**config.mk**
```make
export PLATFORM = sky130hd
export DESIGN_NAME = fpc_status_top
export DESIGN_NICKNAME = d
export VERILOG_FILES = /design/src/rtl/fpc_status_pkg.sv /design/src/rtl/fpc_status_fsm.sv /design/src/rtl/fpc_status_flags.sv /design/src/rtl/fpc_status_irq.sv /design/src/rtl/fpc_status_top.sv
export SDC_FILE = /design/constraint.sdc
export NUM_CORES = 1
export LEC_CHECK = 0
export CAP_MARGIN = 0
export CORE_AREA = 2 2 39 41
export CTS_CLUSTER_DIAMETER = 80
export CTS_CLUSTER_SIZE = 12
export DETAILED_ROUTE_END_ITERATION = 12
export DIE_AREA = 0 0 41 43
export DONT_BUFFER_PORTS = 1
export PLACE_DENSITY_LB_ADDON = 0.3
export SLEW_MARGIN = 15
export SYNTH_ARGS = -nofsm -noshare
export SYNTH_HDL_FRONTEND = slang
export SYNTH_SLANG_ARGS = --single-unit
```
**constraint.sdc**
```tcl
create_clock -name clk -period 1.7 [get_ports clk]
set_input_delay 0.085 -clock clk [delete_from_list [all_inputs] [get_ports clk]]
set_output_delay 0.085 -clock clk [all_outputs]
set_load 0.03 [all_outputs]
```
**src/rtl/fpc_status_pkg.sv**
```systemverilog
package fpc_status_pkg;
    typedef enum logic [0:0] {
        ST_IDLE = 1'b0,
        ST_BUSY = 1'b1
    } fpc_state_e;

    localparam int STAT_W   = 8;
    localparam int B_OVF    = 1;
    localparam int B_UNF    = 2;
    localparam int B_DZ     = 3;
    localparam int B_ZERO   = 5;
    localparam int B_NEG    = 6;
    localparam int B_BUSY   = 7;
    localparam int ERR_W    = 3;

    typedef struct packed {
        logic neg;
        logic zero;
        logic dz;
        logic unf;
        logic ovf;
    } fpc_cond_t;
endpackage

```
**src/rtl/fpc_status_fsm.sv**
```systemverilog
module fpc_status_fsm
    import fpc_status_pkg::*;
(
    input  logic clk,
    input  logic rst_n,
    input  logic start_i,
    input  logic done_i,
    output logic busy_o,
    output logic accept_o
);
    fpc_state_e state_q, state_d;

    always_comb begin
        state_d = state_q;
        unique case (state_q)
            ST_IDLE: if (start_i) state_d = ST_BUSY;   // T_START
            ST_BUSY: if (done_i)  state_d = ST_IDLE;   // T_FINISH
            default: state_d = ST_IDLE;
        endcase
    end

    always_ff @(posedge clk) begin
        if (!rst_n) state_q <= ST_IDLE;
        else        state_q <= state_d;
    end

    always_comb begin
        busy_o   = 1'b0;
        accept_o = 1'b0;
        unique case (state_q)
            ST_IDLE: begin
                busy_o   = 1'b0;
                accept_o = 1'b0;
            end
            ST_BUSY: begin
                busy_o   = 1'b1;
                accept_o = done_i;
            end
            default: begin
                busy_o   = 1'b0;
                accept_o = 1'b0;
            end
        endcase
    end
endmodule

```
**src/rtl/fpc_status_flags.sv**
```systemverilog
module fpc_status_flags
    import fpc_status_pkg::*;
(
    input  logic            clk,
    input  logic            rst_n,
    input  logic            accept_i,
    input  logic            clear_i,
    input  fpc_cond_t       cond_i,
    output logic [ERR_W-1:0] err_o,
    output logic            zero_o,
    output logic            neg_o,
    output logic            err_now_o
);
    logic [ERR_W-1:0] err_q;
    logic [ERR_W-1:0] err_in;
    logic             zero_q, neg_q;

    assign err_in    = {cond_i.dz, cond_i.unf, cond_i.ovf};
    assign err_now_o = accept_i && !clear_i && (|err_in);

    always_ff @(posedge clk) begin
        if (!rst_n) begin
            err_q  <= '0;
            zero_q <= 1'b0;
            neg_q  <= 1'b0;
        end else if (accept_i) begin
            if (clear_i) begin
                err_q  <= '0;
                zero_q <= 1'b0;
                neg_q  <= 1'b0;
            end else begin
                err_q  <= err_q | err_in;
                zero_q <= cond_i.zero;
                neg_q  <= cond_i.neg;
            end
        end
    end

    assign err_o  = err_q;
    assign zero_o = zero_q;
    assign neg_o  = neg_q;
endmodule

```
**src/rtl/fpc_status_irq.sv**
```systemverilog
module fpc_status_irq (
    input  logic clk,
    input  logic rst_n,
    input  logic accept_i,
    input  logic err_now_i,
    input  logic rd_i,
    output logic irq_end_o,
    output logic irq_err_o
);
    logic end_q, err_q;

    always_ff @(posedge clk) begin
        if (!rst_n) begin
            end_q <= 1'b0;
            err_q <= 1'b0;
        end else begin
            if (accept_i)  end_q <= 1'b1;
            else if (rd_i) end_q <= 1'b0;
            if (err_now_i) err_q <= 1'b1;
            else if (rd_i) err_q <= 1'b0;
        end
    end

    assign irq_end_o = end_q;
    assign irq_err_o = err_q;
endmodule

```
**src/rtl/fpc_status_top.sv**
```systemverilog
module fpc_status_top
    import fpc_status_pkg::*;
(
    input  logic       clk,
    input  logic       rst_n,
    input  logic       cmd_start,
    input  logic       cmd_done,
    input  logic       cmd_is_clear,
    input  logic       cond_ovf,
    input  logic       cond_unf,
    input  logic       cond_dz,
    input  logic       cond_zero,
    input  logic       cond_neg,
    input  logic       stat_rd,
    output logic [7:0] status_o,
    output logic       irq_end_o,
    output logic       irq_err_o
);
    logic             busy, accept, err_now, zero_f, neg_f;
    logic [ERR_W-1:0] err_f;
    fpc_cond_t        cond;

    assign cond = '{neg: cond_neg, zero: cond_zero, dz: cond_dz,
                    unf: cond_unf, ovf: cond_ovf};

    fpc_status_fsm u_fsm (
        .clk(clk), .rst_n(rst_n), .start_i(cmd_start), .done_i(cmd_done),
        .busy_o(busy), .accept_o(accept)
    );

    fpc_status_flags u_flags (
        .clk(clk), .rst_n(rst_n), .accept_i(accept), .clear_i(cmd_is_clear),
        .cond_i(cond), .err_o(err_f), .zero_o(zero_f), .neg_o(neg_f),
        .err_now_o(err_now)
    );

    fpc_status_irq u_irq (
        .clk(clk), .rst_n(rst_n), .accept_i(accept), .err_now_i(err_now),
        .rd_i(stat_rd), .irq_end_o(irq_end_o), .irq_err_o(irq_err_o)
    );

    always_comb begin
        status_o                   = '0;
        status_o[B_BUSY]           = busy;
        status_o[B_NEG]            = neg_f;
        status_o[B_ZERO]           = zero_f;
        status_o[B_DZ:B_OVF]       = err_f;
    end
endmodule

```
==> impl_results.md, run 1 <==
* Number of global-route vias before repair at roughly 290
* Internal power at slightly below 0.0003 W
* Initial antenna violation count at 0
* Global placer's final weighted congestion at 0.699
* Crit-path max cell delay at roughly 580 ps
* Cell Pwr Density at about 880 mW/mm^2
* Final critical-path required period at 1530 ps
* Critical path depth at 3
* Hold wc startpoint: cond_zero
* RSZ-0062 raised after global routing: no
* Clock transition at path regs at ~50 ps
* Core Region at 0.00138 mm^2
* Status: finished, final reports clean
* Setup Buffers After CTS at 0
* Max-slew violations at 0
* Post-synthesis cell count at 39
* Residual DRC at 0
* Flop pwr share at 54.2%
* Comb pwr share at 10.8%
* Crit-path max FO at 11
* H-tree depth at 1
* Crit Reg-Reg Startpoint: u_fsm.state_q
* Cts repair resizes at 0
* First-pass DRT Iterations at 5
* Fmax at roughly 650 MHz
* Clock Latency Late Sink at between 200 and 250 ps
* Peak VDD IR at 0.224 mV
* Share of cells above drive strength 1 at 28.6%
* Final Hold Fails at 0
* Endpoints failing setup at 0
* Global-route wire length before repair at 1270 um
* Yosys top cell area share at 39.3%
* CP cell instances: nand2_4 > o41ai_2 > dlygate4sd3_1
* R2R cell count at 3
* Total CTS buffers at 3
* Synth Register Bits at 8
* RR Endpoint: u_irq.irq_err_o
* Tot GR Track Use at 11.4%
* Origin of the worst setup path: u_fsm.state_q
* Cts hold-fix bufs at 4
* Yosys cell types at 20
* Number of port buffers at 0
* TritonCTS Sinks at 8
* Total power at 0.000395 W
* Switch share at between 20% and 30%
* Drt wl/cell at 13.8 um
* Die width at 41 um
* Routed wire length at 803 um
* Initial Util at 29.5%
* DP Wirelength at 599 um
* P_sw at 0.000100 W
* Num ports at 21
* Antenna Nets Post-Route at 0
* Yosys warning count at 0
* Largest net degree at the start of global routing at 12
* Worst setup path end: u_irq.irq_err_o
* Critical Path RT at 1890 ps
* Final worst-path cycle share at 90.2%
* CP Class: reg -> reg
* Ranking of synthesized cells by area: dfxtp_1 39%, buf_4 9.2%, nor3_2 7.4%, a31oi_1 4.6%, nand2b_1 4.6%
* Worst setup EP type: flip-flop
* Leakage at 0.179 nW
* Mapped Area at 408 um^2
* Root Buffer: clkbuf_4
* Vias at 304
* Die Ht at 43 um
* Via density at 5.24
* Nets at 55
* CP Launch Type: flip-flop
* Initial drt markers at 11
* Highest-delay cell along the critical path: dlygate4sd3_1
* Row cnt at 14
* Syn-to-layout area delta at 10.1%
* Flop2flop setup slack at 170 ps
* GRT overflow at 0
* Final WS setup at 166 ps
* Bufs and invs on worst path at 1
* Setup WS pre-CTS at 615 ps
* Synth Area per Inst at 10.5 um^2
* Min-Delay Path Class: in -> reg
* Layout fillers at 150
* Max-cap check violation count at 0
* CTS tree: yes
* TNS Setup at 0 ps
* Largest delay share family, worst path: buffers and inverters
* Power share of the clock group at 35.0%
* Ant diodes at 0
* Seq/Total Area, Yosys at roughly 39%
* Clock buffer depth at 2
* Crit path DAT at around 1700 ps
* Worst Skew at 1.20 ps
* Post-synth top area cell: dfxtp_1
* Die area at between 0.0015 and 0.002 mm^2
-- registers in the layout, indices dropped and copies added, names as in the netlist --
name and cells:
u_irq.irq_end_o 1, u_flags.neg_o 1, u_irq.irq_err_o 1, u_flags.err_o 3, u_fsm.state_q 1, u_flags.zero_o 1
-- area by class of cell --
| type | instances | area, um^2 | area share, % |
|---|---|---|---|
| multi-input cells | 24 | 185 | 41.2 |
| flip-flops and latches | 8 | 160 | 35.7 |
| repair buffers | 6 | 57.6 | 12.8 |
| clock buffers | 3 | 22.5 | 5.01 |
| well taps | 16 | 20.0 | 4.46 |
| inverters | 1 | 3.75 | 0.836 |
-- power groups by stage --
stage                     combinational [W]  sequential, W  clock [W]
after floorplan                   0.0000500       0.000210          0
after global placement            0.0000328       0.000217          0
after detailed placement          0.0000334       0.000218          0
after CTS                         0.0000411       0.000214   0.000145
after global routing              0.0000470       0.000215   0.000166
final                             0.0000426       0.000214   0.000138
-- worst register-to-register path: stages (launching register included) --
cell	delay, ps
dfxtp_1	560
nand2_4	90
o41ai_2	250
dlygate4sd3_1	580
-- cells by family after synthesis --
family	after synthesis	share of synthesized area, %
flip-flops	8	39.3
buffers and inverters	8	16.3
AO/OA/AOI/OAI	10	18.4
other	1	0.919
AND/OR/NAND/NOR	12	25.2
-- cell usage after synthesis --
library cell  number
a21bo_2            1
dfxtp_1            8
and4b_1            1
nand2_4            1
nand3b_1           1
o21a_1             1
buf_4              5
nor3_2             3
inv_2              1
and3_4             1
a21oi_1            3
clkbuf_8           1
nand2b_1           3
buf_6              1
a31oi_1            3
o41ai_2            1
nor3_1             1
nand4b_1           1
conb_1             1
a21boi_0           1
-- stage by stage --
stage	utilization [%]	hold slack, ps	std cells	area, um^2
5_1_grt	32.5	2.02	58	449
3_3_place_gp	27.2	195	50	377
3_5_place_dp	27.2	196	50	377
6_report	32.5	12.4	58	449
4_1_cts	31.7	3.24	57	439
2_1_floorplan	-	187	40	412
-- per-layer routing --
| metal | part of all wire (%) | track usage, % |
|---|---|---|
| met5 | 0 | 0 |
| met4 | 3.6 | 12.0 |
| met3 | 9.3 | 3.66 |
| met2 | 45 | 15.3 |
| met1 | 42 | 12.6 |
-- layout by cell type (no fill, tap or decap) --
master,netlist,final
a21bo_2,1,1
a21boi_0,1,1
a21oi_1,3,3
a31oi_1,3,3
and3_4,1,1
and4b_1,1,1
buf_4,5,1
clkbuf_4,0,3
conb_1,1,2
dfxtp_1,8,8
dlygate4sd3_1,0,5
inv_2,1,1
nand2_4,1,1
nand2b_1,3,3
nand3b_1,1,1
nand4b_1,1,1
nor3_1,1,1
nor3_2,3,3
o21a_1,1,1
o41ai_2,1,1
-- worst min path at each step --
| stage | to | slack [ps] | cells past startpoint |
|---|---|---|---|
| 2_1_floorplan | u_irq.irq_err_o | 190 | 1 |
| 3_3_place_gp | u_irq.irq_err_o | 190 | 1 |
| 3_5_place_dp | u_irq.irq_err_o | 200 | 1 |
| 4_1_cts | u_flags.zero_o | 3 | 2 |
| 5_1_grt | u_flags.zero_o | 2 | 2 |
| 6_report | u_flags.zero_o | 10 | 2 |
Note: power is estimated with default switching activity, not from simulation.
==> run 2: changes to the inputs <==
ABC_AREA = 1   (was not set)
GPL_ROUTABILITY_DRIVEN = 0   (was not set)
PLACE_DENSITY_LB_ADDON = 0.12   (was 0.3)
==> run 2 against run 1 <==
  * Critical path depth increased by 2
  * Clock power about the same
  * Sequential share of layout area increased by 0.71 points
  * First-iteration DRC count increased by 18%
  * Via count increased by 5.6%
  * Global-route usage decreased by 0.71 points
  * Flip-flop and latch count unchanged
  * Sequential power about the same
  * Fmax increased by 0.76%
  * Cell count increased by 19%
  * Hold slack got worse by 5.4 ps
  * Cell area decreased by 1.9%
  * Largest power group unchanged
  * Highest routed layer is now met3
==> impl_results.md, run 2 <==
* Status: finished, final reports clean (unchanged)
* Top Usage Layer GRT: met2 (unchanged)
* Layout fillers at 164 (was 150)
* Drt wl/cell at 11.3 um (was 13.8 um)
* GRT overflow at 0 (unchanged)
* Mapped Area at 344 um^2 (was 408 um^2)
* Synth Area per Inst at 7.65 um^2 (was 10.5 um^2)
* CTS tree: yes (unchanged)
* Count leader, synth: nand2_1 (was dfxtp_1)
* GRT met2 Usage at 15.9% (was 15.3%)
* Crit-path max FO at 8 (was 11)
* Synth Register Bits at 8 (unchanged)
* Nets at 66 (was 55)
* Clock buffer depth at 2 (unchanged)
* GR met1 Demand/Resource at 10.3% (was 12.6%)
* Total CTS buffers at 3 (unchanged)
* Total power at 0.000403 W (was 0.000395 W)
* Die Ht at 43 um (unchanged)
* Worst hold slack at 6.95 ps (was 12.4 ps)
* Fmax at 657 MHz (was 652 MHz)
* Number of port buffers at 0 (unchanged)
* Synth Area in Compound Gates at 13.1% (was 18.4%)
* Largest register FFs at 3 (unchanged)
* Fraction of registers with async set/reset at 0% (unchanged)
* Leakage at 0.171 nW (was 0.179 nW)
* Routed wire length at 783 um (was 803 um)
* Row cnt at 14 (unchanged)
* # placed instances at 58 (was 50)
* Yosys top cell area share at 46.5% (was 39.3%)
* Most frequent cells in the layout: 9 x nand2_1, 8 x a21oi_1, 8 x dlygate4sd3_1, 8 x dfxtp_1, 6 x inv_1 (was 8 x dfxtp_1, 5 x dlygate4sd3_1)
* Die width at 41 um (unchanged)
* Yosys warning count at 0 (unchanged)
* RSZ-0062 raised after global routing: no (unchanged)
* Via density at 4.65 (was 5.24)
* Clock Latency Late Sink at 250 ps (was 240 ps)
* Ranking of synthesized cells by area: dfxtp_1 47%, a21oi_1 12%, buf_4 11%, nand2_1 9.8%, inv_1 6.5% (was dfxtp_1 39%, buf_4 9.2%, nor3_2 7.4%, a31oi_1 4.6%, nand2b_1 4.6%)
* CP Class: reg -> reg (unchanged)
* Residual DRC at 0 (unchanged)
* Simple-Gate Fraction of Synth Area at 21.8% (was 25.2%)
* Post-synth top flop: dfxtp_1 (unchanged)
* Clock transition at path regs at 50 ps (about the same)
* Global-route wire length before repair at 1190 um (was 1270 um)
* Number of global-route vias before repair at 309 (was 293)
* Main combinational cell family by area after synthesis: simple AND/OR/NAND/NOR gates (unchanged)
* Min-Delay Path Class: in -> reg (unchanged)
* Initial Util at 24.9% (was 29.5%)
* First-pass DRT Iterations at 4 (was 5)
* Vias at 321 (was 304)
* TritonCTS Sinks at 8 (unchanged)
* Setup Buffers After CTS at 0 (unchanged)
* DP Wirelength at 596 um (was 599 um)
* Final critical-path required period at 1520 ps (was 1530 ps)
* Max-cap check violation count at 0 (unchanged)
* Post-synthesis cell count at 45 (was 39)
* Final Hold Fails at 0 (unchanged)
* Tot GR Track Use at 10.7% (was 11.4%)
* Num ports at 21 (unchanged)
* Core Region at 0.00138 mm^2 (unchanged)
* M3 GR Usage at 5.76% (was 3.66%)
* Endpoints failing setup at 0 (unchanged)
* Antenna Nets Post-Route at 0 (unchanged)
* CP Launch Type: flip-flop (unchanged)
* Number of synthesized flops with an enable pin at 0 (unchanged)
* Peak VDD IR at 0.256 mV (was 0.224 mV)
* Post-route non-filler standard cell count at 69 (was 58)
* Cell Pwr Density at 915 mW/mm^2 (was 880 mW/mm^2)
* Share of cells above drive strength 1 at 11.3% (was 28.6%)
* Seq/Total Area, Yosys at 46.5% (was 39.3%)
* Crit path DAT at 1710 ps (was 1720 ps)
* Post-Synth XOR/XNOR Area at 0% (unchanged)
* Worst setup EP type: flip-flop (unchanged)
* Largest net degree at the start of global routing at 9 (was 12)
* Most common cell after layout, fill and taps aside: nand2_1 (was dfxtp_1)
* Initial drt markers at 13 (was 11)
* Syn-to-layout area delta at 28.0% (was 10.1%)
* Initial antenna violation count at 0 (unchanged)
* Max-slew violations at 0 (unchanged)
* Root Buffer: clkbuf_4 (unchanged)
* Die area at 0.00176 mm^2 (unchanged)
* Yosys cell types at 11 (was 20)
* Worst Skew at 4.16 ps (was 1.20 ps)
* H-tree depth at 1 (unchanged)
* Synth cell count leaders: 9 x nand2_1, 8 x a21oi_1, 8 x dfxtp_1, 6 x inv_1, 5 x buf_4 (was 8 x dfxtp_1, 5 x buf_4)
* Post-synthesis mux area share at 0% (unchanged)
* TNS Setup at 0 ps (unchanged)
* Final worst-path cycle share at 89.5% (was 90.2%)
* Post-synth top area cell: dfxtp_1 (unchanged)
* Ant diodes at 0 (unchanged)
* Critical Path RT at 1880 ps (was 1890 ps)
* Synth Area in Adders at 0% (unchanged)
run 2: cell count changes in the layout (fill, tap and decap cells not counted), moves of 3 or more:
cell | before | now
nand2b_1 | 3 | 0
inv_1 | 0 | 6
nand3_1 | 0 | 4
a31oi_1 | 3 | 0
nand2_1 | 0 | 9
nor3_2 | 3 | 0
a21oi_1 | 3 | 8
dlygate4sd3_1 | 5 | 8
run 2: worst paths after layout:
check / to / startpoint / cells after the start / slack (ps)
worst min-delay path: u_flags.err_o[2] / cond_dz / 2 / 7
worst max-delay path: u_flags.zero_o / u_fsm.state_q / 5 / 180
worst min register to register: u_flags.err_o[2] / u_flags.err_o[2] / 2 / 600
worst max register to register: u_flags.zero_o / u_fsm.state_q / 5 / 180
run 2: worst max-delay path: stages, from the launching register on:
cell and delay (ps):
dfxtp_1 470, nand2_2 150, nor2_4 110, nand2_1 60, dlygate4sd3_1 560, a21oi_1 110
run 2: area by class of cell:
cell class | instances | area, um^2 | share of cell area (%)
clock buffer | 3 | 22.5 | 5.11
inverter | 6 | 22.5 | 5.11
multi-input combinational | 27 | 128 | 29.0
sequential | 8 | 160 | 36.4
tap | 16 | 20.0 | 4.55
timing repair buffer | 9 | 87.6 | 19.9
run 2: power by group:
part / internal, W / switching [W]
clock: 0.0000805 / 0.0000599
combinational: 0.0000218 / 0.0000255
sequential: 0.000196 / 0.0000195
run 2: metrics by stage:
| step | util, % | setup slack [ps] | area, um^2 |
|---|---|---|---|
| 5_1_grt | 31.8 | 70.6 | 440 |
| 3_5_place_dp | 24.4 | 746 | 338 |
| 3_3_place_gp | 24.4 | 775 | 338 |
| 6_report | 31.8 | 178 | 440 |
| 2_1_floorplan | - | 862 | 348 |
| 4_1_cts | 31.8 | 198 | 440 |
run 2: logic make-up after synthesis:
group | after synthesis
AOI/OAI and AO/OA | 9
and+or+nand+nor | 16
buffers and inverters | 11
DFF | 8
other | 1
run 2: timing repair:
action,4_1_cts,5_1_grt
hold buffers,8,0
hold endpoints to repair,7,0
resized for setup,0,0
run 2: layer usage:
metal / vias to the layer above / wire length [um]
li1: 154 / -
met1: 152 / 266
met2: 15 / 418
met3: 0 / 98
met4: 0 / 0
met5: - / 0
